[src/rtl/pmc_pkg.sv]
`timescale 1ns/1ps
package pmc_pkg;
  typedef enum logic [2:0] {PM_RUN, PM_IDLE, PM_DOWN, PM_WAKE, PM_SETTLE} pm_state_e;

  localparam int B_IDL  = 0;
  localparam int B_PD   = 1;
  localparam int B_WDOG = 4;
  localparam int B_POF  = 5;

  // Merge a write: PD only when permitted, IDL suppressed when PD wins.
  function automatic logic [7:0] write_merge(logic [7:0] wdata, logic permit);
    logic [7:0] v;
    v        = wdata;
    v[B_PD]  = wdata[B_PD] & permit;
    v[B_IDL] = wdata[B_IDL] & ~v[B_PD];
    return v;
  endfunction

  // A pin is a wake source when low, enabled, in level mode, with wake allowed.
  function automatic logic wake_any(logic [7:0] pin_n, logic [7:0] en,
                                    logic [7:0] lvl, logic allow);
    return allow & |(~pin_n & en & lvl);
  endfunction
endpackage

[src/rtl/pmc_ctl_reg.sv]
`timescale 1ns/1ps
module pmc_ctl_reg
  import pmc_pkg::*;
(
  input  logic       clk,
  input  logic       rst_n,
  input  logic       wr_ok,
  input  logic [7:0] wdata,
  input  logic       pd_permit,
  input  logic       wdt_load,
  input  logic       pd_clr,
  input  logic       idl_clr,
  output logic [7:0] ctl,
  output logic       pd_set,
  output logic       idl_set
);
  logic [7:0] merged;
  logic [1:0] hi_q;
  logic [4:0] lo_q;
  logic       pof_q;

  assign merged  = write_merge(wdata, pd_permit);
  assign pd_set  = wr_ok & merged[B_PD];
  assign idl_set = wr_ok & merged[B_IDL];

  always_ff @(posedge clk or negedge rst_n) begin
    if (!rst_n) begin
      hi_q <= '0;
      lo_q <= '0;
    end else begin
      if (wr_ok) begin
        hi_q <= merged[7:6];
        lo_q <= merged[4:0];
      end
      if (wdt_load) lo_q[B_WDOG] <= 1'b0;
      if (pd_clr)   lo_q[B_PD]   <= 1'b0;
      if (idl_clr)  lo_q[B_IDL]  <= 1'b0;
    end
  end

  // Power-off flag is deliberately outside the reset domain.
  always_ff @(posedge clk) begin
    if (wr_ok) pof_q <= wdata[B_POF];
  end

  assign ctl = {hi_q, pof_q, lo_q};

  AST_PD_NEEDS_PERMIT: assert property (@(posedge clk) disable iff (!rst_n)
    $rose(ctl[B_PD]) |-> $past(pd_permit));
  AST_PD_OVER_IDL: assert property (@(posedge clk) disable iff (!rst_n)
    !(ctl[B_PD] && ctl[B_IDL]));
  AST_WDOG_CLR: assert property (@(posedge clk) disable iff (!rst_n)
    wdt_load |=> !ctl[B_WDOG]);
endmodule

[src/rtl/pmc_settle_cnt.sv]
`timescale 1ns/1ps
module pmc_settle_cnt #(
  parameter int STAB_W = 16
) (
  input  logic              clk,
  input  logic              rst_n,
  input  logic              load,
  input  logic [STAB_W-1:0] limit,
  output logic              done
);
  logic [STAB_W-1:0] cnt_q;

  always_ff @(posedge clk or negedge rst_n) begin
    if (!rst_n)             cnt_q <= '0;
    else if (load)          cnt_q <= limit;
    else if (cnt_q != '0)   cnt_q <= cnt_q - 1'b1;
  end

  assign done = (cnt_q == '0);

  AST_CNT_STEP: assert property (@(posedge clk) disable iff (!rst_n)
    (!load && cnt_q != '0) |=> (cnt_q == $past(cnt_q) - 1'b1));
endmodule

[src/rtl/pmc_fsm.sv]
`timescale 1ns/1ps
module pmc_fsm
  import pmc_pkg::*;
#(
  parameter int NX = 2
) (
  input  logic          clk,
  input  logic          rst_n,
  input  logic          pd_set,
  input  logic          idl_set,
  input  logic          irq_pending,
  input  logic [NX-1:0] xint_n,
  input  logic [NX-1:0] xint_en,
  input  logic [NX-1:0] xint_level,
  input  logic          wake_en,
  input  logic          settle_done,
  output pm_state_e     state,
  output logic          settle_load,
  output logic          pd_clr,
  output logic          idl_clr,
  output logic          wake_req
);
  localparam int PADW = 8 - NX;
  pm_state_e st_q, st_d;

  assign wake_req = wake_any({{PADW{1'b1}}, xint_n}, {{PADW{1'b0}}, xint_en},
                             {{PADW{1'b0}}, xint_level}, wake_en);

  always_comb begin
    st_d        = st_q;
    settle_load = 1'b0;
    pd_clr      = 1'b0;
    idl_clr     = 1'b0;
    unique case (st_q)
      PM_RUN:    if (pd_set) st_d = PM_DOWN; else if (idl_set) st_d = PM_IDLE;
      PM_IDLE:   if (irq_pending) begin st_d = PM_RUN; idl_clr = 1'b1; end
      PM_DOWN:   if (wake_req) st_d = PM_WAKE;
      PM_WAKE:   if (!wake_req) begin st_d = PM_SETTLE; settle_load = 1'b1; end
      PM_SETTLE: if (settle_done) begin st_d = PM_RUN; pd_clr = 1'b1; end
      default:   st_d = PM_RUN;
    endcase
  end

  always_ff @(posedge clk or negedge rst_n) begin
    if (!rst_n) st_q <= PM_RUN;
    else        st_q <= st_d;
  end

  assign state = st_q;

  AST_IDLE_EXIT: assert property (@(posedge clk) disable iff (!rst_n)
    (st_q == PM_IDLE && irq_pending) |=> (st_q == PM_RUN));
  AST_DOWN_HOLD: assert property (@(posedge clk) disable iff (!rst_n)
    (st_q == PM_DOWN && !wake_req) |=> (st_q == PM_DOWN));
  AST_WAKE_HOLD: assert property (@(posedge clk) disable iff (!rst_n)
    (st_q == PM_WAKE && wake_req) |=> (st_q == PM_WAKE));
endmodule

[src/rtl/pwr_mode_ctrl.sv]
`timescale 1ns/1ps
module pwr_mode_ctrl
  import pmc_pkg::*;
#(
  parameter int NX     = 2,
  parameter int STAB_W = 16
) (
  input  logic              clk,
  input  logic              rst_n,
  input  logic              reg_wr,
  input  logic [7:0]        reg_wdata,
  output logic [7:0]        reg_rdata,
  input  logic              irq_pending,
  input  logic [NX-1:0]     xint_n,
  input  logic [NX-1:0]     xint_en,
  input  logic [NX-1:0]     xint_level,
  input  logic              wake_en,
  input  logic              pd_permit,
  input  logic              wdt_load,
  input  logic [STAB_W-1:0] settle_limit,
  output logic              cpu_clk_en,
  output logic              per_clk_en,
  output logic              osc_en,
  output logic              strobe_hold,
  output logic              strobe_level
);
  pm_state_e  state;
  logic       wr_ok, pd_set, idl_set, pd_clr, idl_clr;
  logic       settle_load, settle_done, wake_req;
  logic [7:0] ctl;

  assign wr_ok = reg_wr & cpu_clk_en;

  pmc_ctl_reg u_reg (
    .clk(clk), .rst_n(rst_n), .wr_ok(wr_ok), .wdata(reg_wdata),
    .pd_permit(pd_permit), .wdt_load(wdt_load), .pd_clr(pd_clr),
    .idl_clr(idl_clr), .ctl(ctl), .pd_set(pd_set), .idl_set(idl_set)
  );

  pmc_fsm #(.NX(NX)) u_fsm (
    .clk(clk), .rst_n(rst_n), .pd_set(pd_set), .idl_set(idl_set),
    .irq_pending(irq_pending), .xint_n(xint_n), .xint_en(xint_en),
    .xint_level(xint_level), .wake_en(wake_en), .settle_done(settle_done),
    .state(state), .settle_load(settle_load), .pd_clr(pd_clr),
    .idl_clr(idl_clr), .wake_req(wake_req)
  );

  pmc_settle_cnt #(.STAB_W(STAB_W)) u_cnt (
    .clk(clk), .rst_n(rst_n), .load(settle_load), .limit(settle_limit),
    .done(settle_done)
  );

  assign reg_rdata    = ctl;
  assign cpu_clk_en   = (state == PM_RUN);
  assign per_clk_en   = (state == PM_RUN) || (state == PM_IDLE);
  assign osc_en       = (state != PM_DOWN);
  assign strobe_hold  = (state != PM_RUN);
  assign strobe_level = (state == PM_IDLE);

  AST_PD_CLR_RUN: assert property (@(posedge clk) disable iff (!rst_n)
    $fell(ctl[B_PD]) |-> cpu_clk_en);
  AST_WR_GATED: assert property (@(posedge clk) disable iff (!rst_n)
    (reg_wr && state == PM_DOWN && !wdt_load && !wake_req) |=> $stable(reg_rdata));
endmodule

[config.mk]
export PLATFORM = sky130hd
export DESIGN_NAME = pwr_mode_ctrl
export DESIGN_NICKNAME = d
export VERILOG_FILES = /design/src/rtl/pmc_pkg.sv /design/src/rtl/pmc_ctl_reg.sv /design/src/rtl/pmc_settle_cnt.sv /design/src/rtl/pmc_fsm.sv /design/src/rtl/pwr_mode_ctrl.sv
export SDC_FILE = /design/constraint.sdc
export NUM_CORES = 1
export LEC_CHECK = 0
export ABC_AREA = 0
export CORE_ASPECT_RATIO = 0.9
export CORE_MARGIN = 2
export CORE_UTILIZATION = 44
export DETAILED_ROUTE_END_ITERATION = 6
export PLACE_DENSITY = 0.84
export SLEW_MARGIN = 20
export SYNTH_ARGS = -nofsm -noshare
export SYNTH_HDL_FRONTEND = slang
export SYNTH_SLANG_ARGS = --single-unit
[constraint.sdc]
create_clock -name clk -period 6.9 [get_ports clk]
set_input_delay 1.38 -clock clk [delete_from_list [all_inputs] [get_ports clk]]
set_output_delay 1.38 -clock clk [all_outputs]
set_load 0.03 [all_outputs]
== Word level (Yosys, flattened, before mapping) ==
Index checks and enable logic that the tools add are counted.

* Muxes and demuxes: 19
* Reduce and logical (&&, ||, !) cells: 11
* Equal/unequal tests: 10
* Bitwise operators: 10
* Add/subtract/negate cells: 1

{| class="wikitable"
|+ Operators by type and width
! cell !! number
|-
| 16-bit two-way mux || 2
|-
| 3-bit two-way mux || 6
|-
| 8-bit by 2-bit bitwise AND with 8-bit output || 2
|-
| 16-bit zero test || 1
|-
| 16-bit nonzero test || 1
|-
| 16-bit by 1-bit subtractor with 16-bit output, second input constant || 1
|-
| 3-bit case mux with 5 select lines || 1
|-
| 1-bit two-way mux || 9
|-
| 8-bit inverter || 1
|-
| 2-bit nonzero test || 4
|-
| 8-bit OR reduction || 1
|-
| 1-bit bitwise AND || 6
|-
| 3-bit by 2-bit == test with 1-bit output, second input constant || 2
|-
| 2-bit inequality test, second input constant || 3
|-
| 5-bit two-way mux || 1
|-
| 5-bit AND reduction || 1
|-
| 3-bit by 1-bit == test with 1-bit output, second input constant || 1
|-
| 3-bit == test, second input constant || 1
|-
| 3-bit zero test || 1
|-
| 3-bit by 1-bit inequality test with 1-bit output, second input constant || 1
|-
| 3-bit by 2-bit inequality test with 1-bit output, second input constant || 1
|-
| 3-bit nonzero test || 1
|-
| 2-bit by 1-bit inequality test with 1-bit output, second input constant || 1
|-
| 1-bit logical OR || 1
|-
| 1-bit inverter || 1
|}

* Register bits after elaboration: 27
* Output and inout port bits: 13
* Word-level logic and storage cells: 59

== Depth between registers and ports, before layout ==
* Word-level depth: 8
* Depth in mapped cells: 8
* Mapped depth without buffers: 7

== Cells and area by module ==
A second synthesis with hierarchy kept.

* Cell total of the unflattened synthesis: 157
* Area total of the unflattened synthesis: 1580.3 µm²

{| class="wikitable"
|+ By module, submodules not included
! module !! area each (µm²) !! cells an instance !! sequential area each (µm²) !! times used
|-
| pmc_settle_cnt || 1006.0 || 104 || 400.4 || 1
|-
| pmc_ctl_reg || 349.1 || 25 || 205.2 || 1
|-
| pmc_fsm || 185.2 || 22 || 75.1 || 1
|-
| pwr_mode_ctrl || 40.0 || 6 || 0.0 || 1
|}

== Least setup slack after synthesis ==
OpenSTA, ideal clock, no wires.

* Path type: reg2out
* Start point: register u_fsm.st_q[1], in the netlist u_fsm.state[1]
* End point: output port strobe_hold
* Cell stages (with the launch flop): 4
* Required time: 5.520 ns
* Setup slack: 3.831 ns
* Arrival: 1.689 ns
* Cells stage by stage: dfrtp_1 -> clkbuf_1 -> nor3_1 -> inv_1

* Word-level cells in the longest chain between the ends: 1

{| class="wikitable"
|+ Ends and longest elaborated chain
! what !! RTL line !! source
|-
| from (decl) || pmc_fsm.sv:24 || <nowiki>pm_state_e st_q, st_d;</nowiki>
|-
| from (signal assigned) || pmc_fsm.sv:46 || <nowiki>else st_q <= st_d;</nowiki>
|-
| 3-bit nonzero test || pwr_mode_ctrl.sv:57 || <nowiki>assign strobe_hold = (state != PM_RUN);</nowiki>
|-
| to (decl) || pwr_mode_ctrl.sv:24 || <nowiki>output logic strobe_hold,</nowiki>
|}

No other way between the ends.

== Worst setup path in the final report ==
* Start point: register u_fsm.st_q[1], in the netlist u_fsm.state[1]
* End point: output port cpu_clk_en

* Word-level cells in the longest chain between the ends: 1

{| class="wikitable"
|+ Ends and longest elaborated chain
! what !! RTL line !! source
|-
| 3-bit zero test || pwr_mode_ctrl.sv:54 || <nowiki>assign cpu_clk_en = (state == PM_RUN);</nowiki>
|-
| to (decl) || pwr_mode_ctrl.sv:21 || <nowiki>output logic cpu_clk_en,</nowiki>
|}

No other way between the ends.

==> results.sh <==
export IMPL_run_status="complete, no violations"
export IMPL_startpoint_type_of_the_worst_setup_path="register"
export IMPL_tritoncts="done"
export IMPL_fin_util_pct=65.15
export IMPL_area_sequential_um2=680.7
export IMPL_gp_congestion=0.8863
export IMPL_crit_path_max_fanout=9
export IMPL_clock_tree_buffer_depth=2
export IMPL_ys_ff_latch=27
export IMPL_hold_violations=0
export IMPL_drv_cap=0
export IMPL_via_per_inst=5.369
export IMPL_cp_cell_sequence="nor3_1 > clkdlybuf4s50_1"
export IMPL_actual_transition_at_the_worst_max_transition_pin_ps=778.0
export IMPL_dr_pass1_iterations=5
export IMPL_syn_cell_area_um2=1485
export IMPL_fin_crit_sh_pct=46.66
export IMPL_multi_input_comb_area_um2=750.7
export IMPL_max_slew_margin_rel_pct=47.73
export IMPL_clock_insertion_delay_worst_skew_ps=280
export IMPL_post_cts_setup_buffers=0
export IMPL_placement_io_buffers=49
export IMPL_syn_avg_cell_area_um2=9.282
export IMPL_achievable_frequency_mhz=310.6
export IMPL_wl_per_cell_um=14.04
export IMPL_detailed_place_area_um2=1996
export IMPL_crit_path_max_incr_delay_ps=750
export IMPL_synth_top_cell_area_share_pct=43.81
export IMPL_clock_sinks=27
export IMPL_met3_usage_pct=3.232
export IMPL_synthesis_nets=198
export IMPL_timing_critical_path_max_delay_family="buffers and inverters"
export IMPL_asyncSetResetFlopFracSynth_pct=96.30
export IMPL_syn_to_layout_area_delta_pct=37.66
export IMPL_met1_track_demand_over_resource_pct=24.32
export IMPL_synthTopCellsByArea="dfrtp_1 (44%), nand2_1 (5.3%), mux2_2 (4.5%), o21ai_0 (3.7%), nor2_1 (3.5%)"
export IMPL_ctsRootBufferMaster="clkbuf_8"
export IMPL_globalRouteOverflowTotal=0
export IMPL_most_frequently_used_cell_type_in_the_post_synthesis_netlist="dfrtp_1"
export IMPL_timing_final_setup_violations=0
export IMPL_grt_max_degree=27
export IMPL_synth_cells_most_frequent="dfrtp_1 (26), nand2_1 (21), nor2_1 (14)"
export IMPL_met2_usage_pct=32.22
export IMPL_synth_distinct_cells=42
export IMPL_drt_antenna_violating_nets=0
export IMPL_final_max_slew_violation_count=0
export IMPL_finClkSkew_ps=1.914
export IMPL_route_vias_total=1337
export IMPL_floorplan_core_area_um2=3138
export IMPL_die_h_um=59.12
export IMPL_grt_pass1_wl_um=5616
export IMPL_number_of_warning_messages_in_the_yosys_log=0
export IMPL_post_synth_inst_count=160
export IMPL_cts_hold_fix_buffers=0
export IMPL_number_of_global_route_vias_before_repair=1258
export IMPL_worstPathArrival_ps=1840
export IMPL_worstHoldStart="u_reg.hi_q[0]"
export IMPL_initial_antenna_violation_count=0
export IMPL_initial_core_util_pct=47.33
export IMPL_design_area_um2=2044
export IMPL_ff_to_ff_start="u_cnt.cnt_q[0]"
export IMPL_power_per_cell_area_nw_per_um2=396.5
export IMPL_synth_edff_count=1
export IMPL_die_width_um=65.24
export IMPL_cts_repair_resize_count=0
export IMPL_cts_clk_slew_worst_paths_ps=100
export IMPL_placementRows=19
export IMPL_cp_startpoint="u_fsm.state[1]"
export IMPL_design_power_total_uw=810.5
export IMPL_synth_top_area_cell="dfrtp_1"
export IMPL_timing_final_crit_period_ps=3219
export IMPL_final_setup_tns_ps=0
export IMPL_p_leak_nw=0.7949
export IMPL_crit_path_end_kind="output port"
export IMPL_die_area_um2=3857
export IMPL_post_route_cells_drive_above_1_share_pct=8.696
export IMPL_final_net_count=246
export IMPL_path_type_of_the_worst_setup_path="reg2out"
export IMPL_numCtsBuffers=3
export IMPL_synthFlopType="dfrtp_1"
export IMPL_boundaryPins=50
export IMPL_initialDrtViolationCount=99
export IMPL_number_of_fill_cells=261
export IMPL_finalHoldWorstSlack_ps=522.0
export IMPL_grtUsageTotal_pct=19.34
export IMPL_timing_critical_path_buf_inv=1
export IMPL_slowest_stage="clkdlybuf4s50_1"
export IMPL_ys_seq_area_share_pct=45.83
export IMPL_min_delay_path_class="reg2reg"
export IMPL_setup_repair_after_global_routing_missed_its_margin="no"
export IMPL_finalWirelength_um=3496
export IMPL_n_antenna_cell=0
export IMPL_place_hpwl_um=2649
export IMPL_ir_drop_uv=235.5
export IMPL_cts_htree_levels=1
export IMPL_global_route_peak_usage_layer="met2"
export IMPL_critical_path_required_ps=5520
export IMPL_drc=0
==> state kept, by name (all words and copies together) (netlist names) <==
signal       flops
u_cnt.cnt_q     16
u_fsm.state      3
u_reg.hi_q       2
u_reg.lo_q       5
u_reg.pof_q      1
==> logic make-up (layout without fill, tap and decap cells) <==
group / count (synthesis) / count (layout) / share of synthesized area [%]
AOI/OAI and AO/OA: 37 / 37 / 15.67
buffers and inverters: 13 / 60 / 3.622
DFF: 27 / 27 / 45.83
xor gates and xnor gates: 7 / 7 / 4.128
muxes: 8 / 8 / 5.897
adders and majority gates: 1 / 1 / 0.8423
and+or+nand+nor: 67 / 67 / 24.01
==> worst register-to-register path, stage by stage (launching register included) <==
cell,delay (ps)
dfrtp_1,430
inv_1,70
ha_1,180
or3b_4,410
or4_1,520
nor3_1,690
or3_2,230
a31oi_1,80
==> report_power, final <==
group / internal, mW / switching, mW / total, mW
Clock: 0.0411 / 0.0518 / 0.0929
Combinational: 0.192 / 0.210 / 0.402
Sequential: 0.234 / 0.0814 / 0.316
==> placed cells by master, fill, tap and decap left out, drive strengths merged, types with 2 or more instances in the layout <==
master and n:
clkdlybuf4s50 48, dfrtp 26, nand2 21, nor2 14
o21ai 11, a21oi 8, inv 6, mux2 6
nor3 5, xor2 5, or4 5, o31ai 4
and2 3, nor4 3, nand3 3, o211ai 3
o21a 3, a31oi 3, clkbuf 3, or3 3
nand2b 2, mux2i 2, a22oi 2, xnor2 2
==> layer usage <==
| layer | wire (µm) | up-vias |
|---|---|---|
| li1 | - | 666 |
| met1 | 1529 | 618 |
| met2 | 1657 | 47 |
| met3 | 223 | 6 |
| met4 | 86 | 0 |
| met5 | 0 | - |
==> per-stage QoR <==
step,setup WS [ps],instances
after floorplan,3831,160
after global placement,3563,245
after detailed placement,3483,245
after CTS,3680,249
after global routing,3588,249
final,3681,249
==> area by class of cell <==
cell class / count / share of cell area, %
multi-input cells: 120 / 36.72
flip-flops and latches: 27 / 33.29
repair buffers: 49 / 23.75
well taps: 42 / 2.570
clock buffers: 3 / 2.020
inverters: 7 / 1.285
clock inverters: 1 / 0.3672
==> worst paths after layout <==
| check | to | slack (ps) | depth (start not counted) |
|---|---|---|---|
| worst max register to register | u_cnt.cnt_q[4] | 4140 | 7 |
| worst max-delay path | cpu_clk_en | 3680 | 2 |
| max in group asynchronous | u_cnt.cnt_q[15] | 5440 | 1 |
| min in group asynchronous | u_cnt.cnt_q[12] | 1080 | 1 |
| worst min register to register | u_reg.hi_q[0] | 520 | 1 |
| worst min-delay path | u_reg.hi_q[0] | 520 | 1 |
Note: power is estimated with default switching activity, not from simulation.
